File: src/rtl/cyccnt_pkg.sv
package cyccnt_pkg;

  localparam logic [31:0] UNLOCK_KEY  = 32'hC5AC_CE55;
  localparam logic [31:0] STAT_LOCKED = 32'h0000_0003;
  localparam logic [31:0] STAT_OPEN   = 32'h0000_0001;

  typedef enum logic {
    LK_SHUT = 1'b0,
    LK_OPEN = 1'b1
  } lock_state_e;

  typedef struct packed {
    logic dbg;
    logic ctrl;
    logic cnt;
    logic key;
  } wr_sel_t;

  typedef enum logic [2:0] {
    RS_NONE,
    RS_CTRL,
    RS_CNT,
    RS_STAT,
    RS_DBG
  } rd_sel_e;

endpackage

File: src/rtl/cyccnt_regdec.sv
module cyccnt_regdec
  import cyccnt_pkg::*;
#(
  parameter int              ADDR_W   = 12,
  parameter logic [ADDR_W-1:0] OFS_CTRL = 'h000,
  parameter logic [ADDR_W-1:0] OFS_CNT  = 'h004,
  parameter logic [ADDR_W-1:0] OFS_KEY  = 'hFB0,
  parameter logic [ADDR_W-1:0] OFS_STAT = 'hFB4,
  parameter logic [ADDR_W-1:0] OFS_DBG  = 'hDFC
) (
  input  logic [ADDR_W-1:0] addr,
  input  logic              we,
  output wr_sel_t           wsel,
  output rd_sel_e           rsel
);

  // Write strobes: one hot at most, qualified by the bus write strobe.
  always_comb begin
    wsel      = '0;
    wsel.dbg  = we && (addr == OFS_DBG);
    wsel.ctrl = we && (addr == OFS_CTRL);
    wsel.cnt  = we && (addr == OFS_CNT);
    wsel.key  = we && (addr == OFS_KEY);
  end

  // Read select: the lock register is write only and decodes to nothing.
  always_comb begin
    if (addr == OFS_CTRL)      rsel = RS_CTRL;
    else if (addr == OFS_CNT)  rsel = RS_CNT;
    else if (addr == OFS_STAT) rsel = RS_STAT;
    else if (addr == OFS_DBG)  rsel = RS_DBG;
    else                       rsel = RS_NONE;
  end

endmodule

File: src/rtl/cyccnt_lock.sv
module cyccnt_lock
  import cyccnt_pkg::*;
#(
  parameter int              DATA_W = 32,
  parameter logic [DATA_W-1:0] KEY  = UNLOCK_KEY
) (
  input  logic              clk,
  input  logic              rst,
  input  logic              key_we,
  input  logic [DATA_W-1:0] wdata,
  output logic              unlocked
);

  lock_state_e state_q;
  lock_state_e state_d;

  always_comb begin
    state_d = state_q;
    if (key_we) begin
      state_d = (wdata == KEY) ? LK_OPEN : LK_SHUT;
    end
  end

  always_ff @(posedge clk) begin
    if (rst) state_q <= LK_SHUT;
    else     state_q <= state_d;
  end

  assign unlocked = (state_q == LK_OPEN);

  AST_KEY_OPENS: assert property (@(posedge clk) disable iff (rst)
    (key_we && wdata == KEY) |=> unlocked);
  AST_BAD_KEY_SHUTS: assert property (@(posedge clk) disable iff (rst)
    (key_we && wdata != KEY) |=> !unlocked);
  AST_LOCK_STABLE: assert property (@(posedge clk) disable iff (rst)
    !key_we |=> $stable(unlocked));

endmodule

File: src/rtl/cyccnt_counter.sv
module cyccnt_counter #(
  parameter int CNT_W = 32
) (
  input  logic             clk,
  input  logic             rst,
  input  logic             run,
  input  logic             load,
  input  logic [CNT_W-1:0] load_val,
  output logic [CNT_W-1:0] count
);

  localparam logic [CNT_W-1:0] ONE = CNT_W'(1);

  logic [CNT_W-1:0] count_q;

  // A load wins over the increment of the same cycle; the sum wraps naturally.
  always_ff @(posedge clk) begin
    if (rst)       count_q <= '0;
    else if (load) count_q <= load_val;
    else if (run)  count_q <= count_q + ONE;
  end

  assign count = count_q;

  AST_CNT_STEP: assert property (@(posedge clk) disable iff (rst)
    (run && !load) |=> (count == $past(count) + ONE));
  AST_CNT_FREEZE: assert property (@(posedge clk) disable iff (rst)
    (!run && !load) |=> $stable(count));
  AST_CNT_LOAD: assert property (@(posedge clk) disable iff (rst)
    load |=> (count == $past(load_val)));

endmodule

File: src/rtl/cyccnt_unit.sv
module cyccnt_unit
  import cyccnt_pkg::*;
#(
  parameter int ADDR_W   = 12,
  parameter int DATA_W   = 32,
  parameter int GATE_BIT = 24,
  parameter int ID_BIT   = 30,
  parameter int EN_BIT   = 0,
  parameter logic [ADDR_W-1:0] OFS_CTRL = 'h000,
  parameter logic [ADDR_W-1:0] OFS_CNT  = 'h004,
  parameter logic [ADDR_W-1:0] OFS_KEY  = 'hFB0,
  parameter logic [ADDR_W-1:0] OFS_STAT = 'hFB4,
  parameter logic [ADDR_W-1:0] OFS_DBG  = 'hDFC
) (
  input  logic              clk,
  input  logic              rst,
  input  logic [ADDR_W-1:0] bus_addr,
  input  logic              bus_we,
  input  logic [DATA_W-1:0] bus_wdata,
  output logic [DATA_W-1:0] bus_rdata
);

  localparam logic [DATA_W-1:0] ID_MASK   = DATA_W'(1) << ID_BIT;
  localparam logic [DATA_W-1:0] GATE_MASK = DATA_W'(1) << GATE_BIT;

  wr_sel_t           wsel;
  rd_sel_e           rsel;
  logic              gate_q;
  logic              ctrl_en_q;
  logic              unlocked;
  logic              cnt_load;
  logic              cnt_run;
  logic [DATA_W-1:0] count;
  logic [DATA_W-1:0] ctrl_word;
  logic [DATA_W-1:0] dbg_word;
  logic [DATA_W-1:0] stat_word;
  logic [DATA_W-1:0] rd_mux;
  logic [DATA_W-1:0] rdata_q;

  cyccnt_regdec #(
    .ADDR_W  (ADDR_W),
    .OFS_CTRL(OFS_CTRL),
    .OFS_CNT (OFS_CNT),
    .OFS_KEY (OFS_KEY),
    .OFS_STAT(OFS_STAT),
    .OFS_DBG (OFS_DBG)
  ) u_regdec (
    .addr(bus_addr),
    .we  (bus_we),
    .wsel(wsel),
    .rsel(rsel)
  );

  cyccnt_lock #(
    .DATA_W(DATA_W),
    .KEY   (DATA_W'(UNLOCK_KEY))
  ) u_lock (
    .clk     (clk),
    .rst     (rst),
    .key_we  (wsel.key && gate_q),
    .wdata   (bus_wdata),
    .unlocked(unlocked)
  );

  // Global trace gate: lives outside the unit's own gating.
  always_ff @(posedge clk) begin
    if (rst)           gate_q <= 1'b0;
    else if (wsel.dbg) gate_q <= bus_wdata[GATE_BIT];
  end

  // Control enable: needs both the gate and the unlock.
  always_ff @(posedge clk) begin
    if (rst)                                 ctrl_en_q <= 1'b0;
    else if (wsel.ctrl && gate_q && unlocked) ctrl_en_q <= bus_wdata[EN_BIT];
  end

  assign cnt_load = wsel.cnt && gate_q && unlocked;
  assign cnt_run  = gate_q && ctrl_en_q;

  cyccnt_counter #(
    .CNT_W(DATA_W)
  ) u_counter (
    .clk     (clk),
    .rst     (rst),
    .run     (cnt_run),
    .load    (cnt_load),
    .load_val(bus_wdata),
    .count   (count)
  );

  always_comb begin
    ctrl_word = ID_MASK;
    ctrl_word[EN_BIT] = ctrl_en_q;
    dbg_word  = gate_q ? GATE_MASK : '0;
    stat_word = unlocked ? DATA_W'(STAT_OPEN) : DATA_W'(STAT_LOCKED);
  end

  always_comb begin
    rd_mux = '0;
    case (rsel)
      RS_DBG:  rd_mux = dbg_word;
      RS_CTRL: rd_mux = gate_q ? ctrl_word : '0;
      RS_CNT:  rd_mux = gate_q ? count     : '0;
      RS_STAT: rd_mux = gate_q ? stat_word : '0;
      default: rd_mux = '0;
    endcase
  end

  always_ff @(posedge clk) begin
    if (rst) rdata_q <= '0;
    else     rdata_q <= rd_mux;
  end

  assign bus_rdata = rdata_q;

  AST_GATED_READ_ZERO: assert property (@(posedge clk) disable iff (rst)
    (!gate_q && bus_addr != OFS_DBG) |=> (bus_rdata == '0));
  AST_STAT_CODES: assert property (@(posedge clk) disable iff (rst)
    (gate_q && bus_addr == OFS_STAT) |=>
      (bus_rdata == DATA_W'(STAT_LOCKED) || bus_rdata == DATA_W'(STAT_OPEN)));
  AST_CTRL_LOCKED_HOLD: assert property (@(posedge clk) disable iff (rst)
    (!unlocked && bus_we && bus_addr == OFS_CTRL) |=> $stable(ctrl_en_q));
  AST_DBG_OTHER_BITS: assert property (@(posedge clk) disable iff (rst)
    (bus_addr == OFS_DBG) |=> ((bus_rdata & ~GATE_MASK) == '0));
  AST_UNMAPPED_ZERO: assert property (@(posedge clk) disable iff (rst)
    (bus_addr != OFS_DBG && bus_addr != OFS_CTRL && bus_addr != OFS_CNT &&
     bus_addr != OFS_STAT) |=> (bus_rdata == '0));

endmodule

File: config.mk
export PLATFORM = sky130hd
export DESIGN_NAME = cyccnt_unit
export DESIGN_NICKNAME = d
export VERILOG_FILES = /design/src/rtl/cyccnt_pkg.sv /design/src/rtl/cyccnt_regdec.sv /design/src/rtl/cyccnt_lock.sv /design/src/rtl/cyccnt_counter.sv /design/src/rtl/cyccnt_unit.sv
export SDC_FILE = /design/constraint.sdc
export NUM_CORES = 1
export LEC_CHECK = 0
export BUFFER_PORTS_ARGS = -buffer_cell sky130_fd_sc_hd__buf_4
export CAP_MARGIN = 0
export CELL_PAD_IN_SITES_DETAIL_PLACEMENT = 1
export CELL_PAD_IN_SITES_GLOBAL_PLACEMENT = 2
export CORE_AREA = 2 2 87 123
export DETAILED_ROUTE_END_ITERATION = 8
export DIE_AREA = 0 0 89 125
export PLACE_DENSITY = 0.89
export SETUP_SLACK_MARGIN = 0.2
export SYNTH_ARGS = -nofsm -noshare
export SYNTH_HDL_FRONTEND = slang
export SYNTH_HIERARCHICAL = 1
export SYNTH_SLANG_ARGS = --single-unit
File: constraint.sdc
create_clock -name clk -period 3.91 [get_ports clk]
set_input_delay 0.782 -clock clk [delete_from_list [all_inputs] [get_ports clk]]
set_output_delay 0.782 -clock clk [all_outputs]
set_load 0.005 [all_outputs]
=== Word level (Yosys, flattened, before mapping) ===
Cells that the tools add are included.
W data, S select, Z words.

* Bits in registers: 67
* Input port bits: 47
* Output and inout port bits: 32
* Word-level logic and storage cells: 40

* Add/subtract/negate cells: 1
* Equal/unequal tests: 9
* Mux-type cells: 13
* Reduce and logical (&&, ||, !) cells: 12

{| class="wikitable"
|+ Operators by type and width
! operator !! count
|-
| $pmux W32 S4 || 1
|-
| $mux W32 || 3
|-
| $eq A12 B12 Y1 const B || 3
|-
| $add A32 B1 Y32 const B || 1
|-
| $eq A32 B32 Y1 const B || 1
|-
| $mux W31 || 1
|-
| $mux W25 || 1
|-
| $eq A12 B3 Y1 const B || 1
|-
| $logic_not A12 Y1 || 1
|-
| $mux W3 || 4
|-
| $logic_and A1 B1 Y1 || 10
|-
| $eq A3 B2 Y1 const B || 2
|-
| $mux W2 || 2
|-
| $eq A3 B1 Y1 const B || 1
|-
| $eq A3 B3 Y1 const B || 1
|-
| $reduce_bool A2 Y1 || 1
|-
| $mux W1 || 1
|}

=== Depth between registers and ports, before layout ===
* Word-level depth: 7
* Gate-level depth with buffers: 9
* Gate-level depth less buffers: 8

=== Hierarchy ===
Netlist, hierarchy kept.

{| class="wikitable"
|+ By module, submodules not included
! module !! instances !! cells an instance !! area an instance (µm²) !! seq. area each (µm²)
|-
| cyccnt_counter || 1 || 241 || 1,924.3 || 640.6
|-
| cyccnt_unit || 1 || 121 || 1,174.9 || 680.7
|-
| cyccnt_lock || 1 || 16 || 128.9 || 20.0
|-
| cyccnt_regdec || 1 || 20 || 123.9 || 0.0
|}

=== Least setup slack after synthesis ===
No wires, ideal clock.

* Kind: input to register
* Start point: in bus_addr[9]
* End point: reg u_counter.count_q[26] (netlist: u_counter/count[26])
* Setup time: 115 ps
* Data arrival time: 2,469 ps
* Data required time: 3,795 ps
* Path slack: 1,326 ps
* Stages on the path: 8
* Buffers on the path: 2
* Cells stage by stage: nor4_1 nand2_1 nor3_1 and3_1 clkbuf_1 clkbuf_1 nor2_1 a2111oi_0

{| class="wikitable"
|+ RTL lines
! element !! RTL line !! RTL
|-
| start, declared || cyccnt_unit.sv:17 || <nowiki>input logic [ADDR_W-1:0] bus_addr,</nowiki>
|-
| end signal, assigned || cyccnt_counter.sv:19 || <nowiki>else if (load) count_q <= load_val;</nowiki>
|-
| end signal, assigned || cyccnt_counter.sv:20 || <nowiki>else if (run) count_q <= count_q + ONE;</nowiki>
|-
| end, declared || cyccnt_counter.sv:14 || <nowiki>logic [CNT_W-1:0] count_q;</nowiki>
|}

==> metrics.txt <==
status completed; Slew Viols, Final 0; Root Buffer clkbuf_16; Place WS 0.8053 ns; Antenna Cells 0; Slew headroom 59.64%; Post-Syn Area 3352 um2; hold_buf cts 0; Iter 0 DRT Violations 179; first-pass GRT wire length about 16000 um; CP startpoint kind input port; RSZ-0062 raised after global routing false; clock skew 0.004728 ns; floorplan row count 44; wire per inst 16.23 um; Required @ worst endpoint 4.13 ns; Total GRT Usage 18.58%; CTS tree built; EDFF count, synth 0; Synth Warn # 6; worst vdd ir 237.7 uV; kind of end point of the critical path flip-flop; Vias 3265; top-count cell post-synth dfxtp_1; Port Buffers 78; Max Cap Viol 0; Placed Cells 595; GPL Wtd Cong 0.7794; synth cell count leaders dfxtp_1 (67), inv_1 (40), nor2_1 (34); Fmax 360.1 MHz; Top FF cell, synth dfxtp_1; cell taking the most area after synthesis dfxtp_1; CTS clk-pin slew, worst paths 0.05 ns; top post-synthesis cells by area dfxtp_1 (40%), inv_1 (4.5%), nor2_1 (3.8%); WL final ~9900 um; # setup viols final 0; Min Hold Slack 0.4488 ns; filler cell count approximately 1300; ratio of cells with drive above 1 in the final layout 24.74%; Antenna Nets Post-Route 0; PD cells 345.0 nW/um2; core area 10130 um2; Slew @ Worst Pin ~0.6 ns; die height 125 um; Netlist cell types 59; critical path class input port to flip-flop; Post-Layout Cell Count 611; fin crit share between 70% and 80%; CTS Buf Count 9; post-synthesis async set-or-reset flop share 0%; post-route cell area 4314 um2; clk_lat worst skew 0.33 ns; synthesized instance count between 300 and 400; # Post-CTS Setup Buffers 0; drt first pass iters 4; register area 1341 um2; Area Growth Syn to Fin 28.70%; final hold violation count 0; setup ws final 1.133 ns; # clock sinks 67; Lkg Pwr ~0.0015 uW; dpl cell area between 4000 and 5000 um2; GRT overflow 0; vias in the first global route 3261; top cell type's share of synthesized area 40.01%; fin nets 516; crit path max fanout 20; Multi-input gate area 1742 um2; vias per cell approximately 5.3; Post-Syn Nets 446; cts repair resizes 0; Starting Density 33.09%; Mapped Avg Cell Area between 8 and 9 um2; largest net degree at the start of global routing 44; DRC Markers 0; Final min period 2.777 ns; sequential element share of the synthesized area 40.01%; H-tree Lvls 3; CTS Buffer Depth 2; HP Class flip-flop to flip-flop; die width between 80 and 90 um; DP Wirelength 7282 um; initial antenna violation count 0; CP arrival 2.99 ns; post-synthesis register bit count 67; die area 11130 um2; Setup TNS 0 ns; IO Count 79
[routing by layer]
metal	global-route usage (%)	part of all wire (%)	vias to the layer above
met5	0	0	-
met4	7.726	2.0	0
met3	3.696	4.7	14
met2	30.99	51	82
met1	22.90	42	1575
li1	-	-	1594
[through the flow]
step	total power, uW	util [%]
after global placement	760.3	39.88
final	1488	42.59
after floorplan	711.5	-
after CTS	1510	42.59
after global routing	1537	42.59
after detailed placement	760.9	39.88
[final cells by class]
cell class	count	area share [%]
clock buffers	14	6.119
clock inverters	2	0.2320
inverters	41	3.567
multi-input cells	265	40.37
flip-flops and latches	67	31.09
well taps	138	4.002
repair buffers	84	14.62
[logic make-up after synthesis]
family / Yosys count / share of synthesized area, %
compound gates: 63 / 13.81
fa+ha+maj: 1 / 0.3732
mux: 3 / 0.8959
buf+inv: 66 / 8.025
simple gates: 187 / 34.01
flops: 67 / 40.02
xor+xnor: 11 / 2.874
[worst paths after layout]
check	from	end	slack [ns]	depth (start not counted)
setup / recovery	bus_addr[7]	u_counter/count[26]	1.13	8
hold / removal	u_counter/count[31]	bus_rdata[31]	0.45	2
setup reg to reg	gate_q	u_counter/count[19]	1.42	6
hold reg to reg	u_counter/count[31]	bus_rdata[31]	0.45	2
[registers in the layout, summed over array words and instances, names as in the netlist]
register	cells
ctrl_en_q	1
u_lock/unlocked	1
u_counter/count	32
gate_q	1
bus_rdata	32
[cell usage in the layout, fill, tap and decap left out, types with 3 or more instances in the layout]
| master | netlist | layout |
|---|---|---|
| o31ai_1 | 4 | 4 |
| nor4_1 | 11 | 11 |
| mux2i_1 | 3 | 3 |
| a311oi_1 | 10 | 10 |
| nor3_2 | 9 | 9 |
| or4_1 | 8 | 8 |
| xor2_1 | 5 | 5 |
| buf_4 | 0 | 84 |
| clkbuf_1 | 15 | 3 |
| nor3_1 | 25 | 25 |
| nand2b_1 | 7 | 7 |
| and4_1 | 4 | 4 |
| nand4_1 | 13 | 13 |
| nand3_1 | 15 | 15 |
| clkbuf_16 | 0 | 9 |
| xnor2_1 | 6 | 6 |
| nor4bb_1 | 3 | 3 |
| nand2_1 | 18 | 18 |
| dfxtp_1 | 67 | 67 |
| and3_1 | 5 | 5 |
| or3_1 | 5 | 5 |
| a211oi_1 | 13 | 13 |
| a2111oi_0 | 6 | 6 |
| inv_1 | 40 | 40 |
| nor2_1 | 34 | 34 |
| and2_1 | 3 | 3 |
| nor3b_1 | 6 | 6 |
| o21ai_0 | 7 | 7 |
| a21oi_1 | 9 | 9 |
[critical path: stages]
cell and delay, ns:
buf_4 0.12, nor4_1 0.28, nand2_1 0.16, nor3_1 0.20
and3_1 0.21, clkinv_1 0.49, and4_1 0.41, a2111oi_0 0.34
[report_power, final]
part           leakage, uW  switching [uW]  internal (uW)  total, uW
clock network     0.000137             281            462        742
registers         0.000539         0.00169            683        683
logic             0.000785            27.4           35.3       62.7
total              0.00146             308           1180       1490
(Power assumes the default switching activity.)
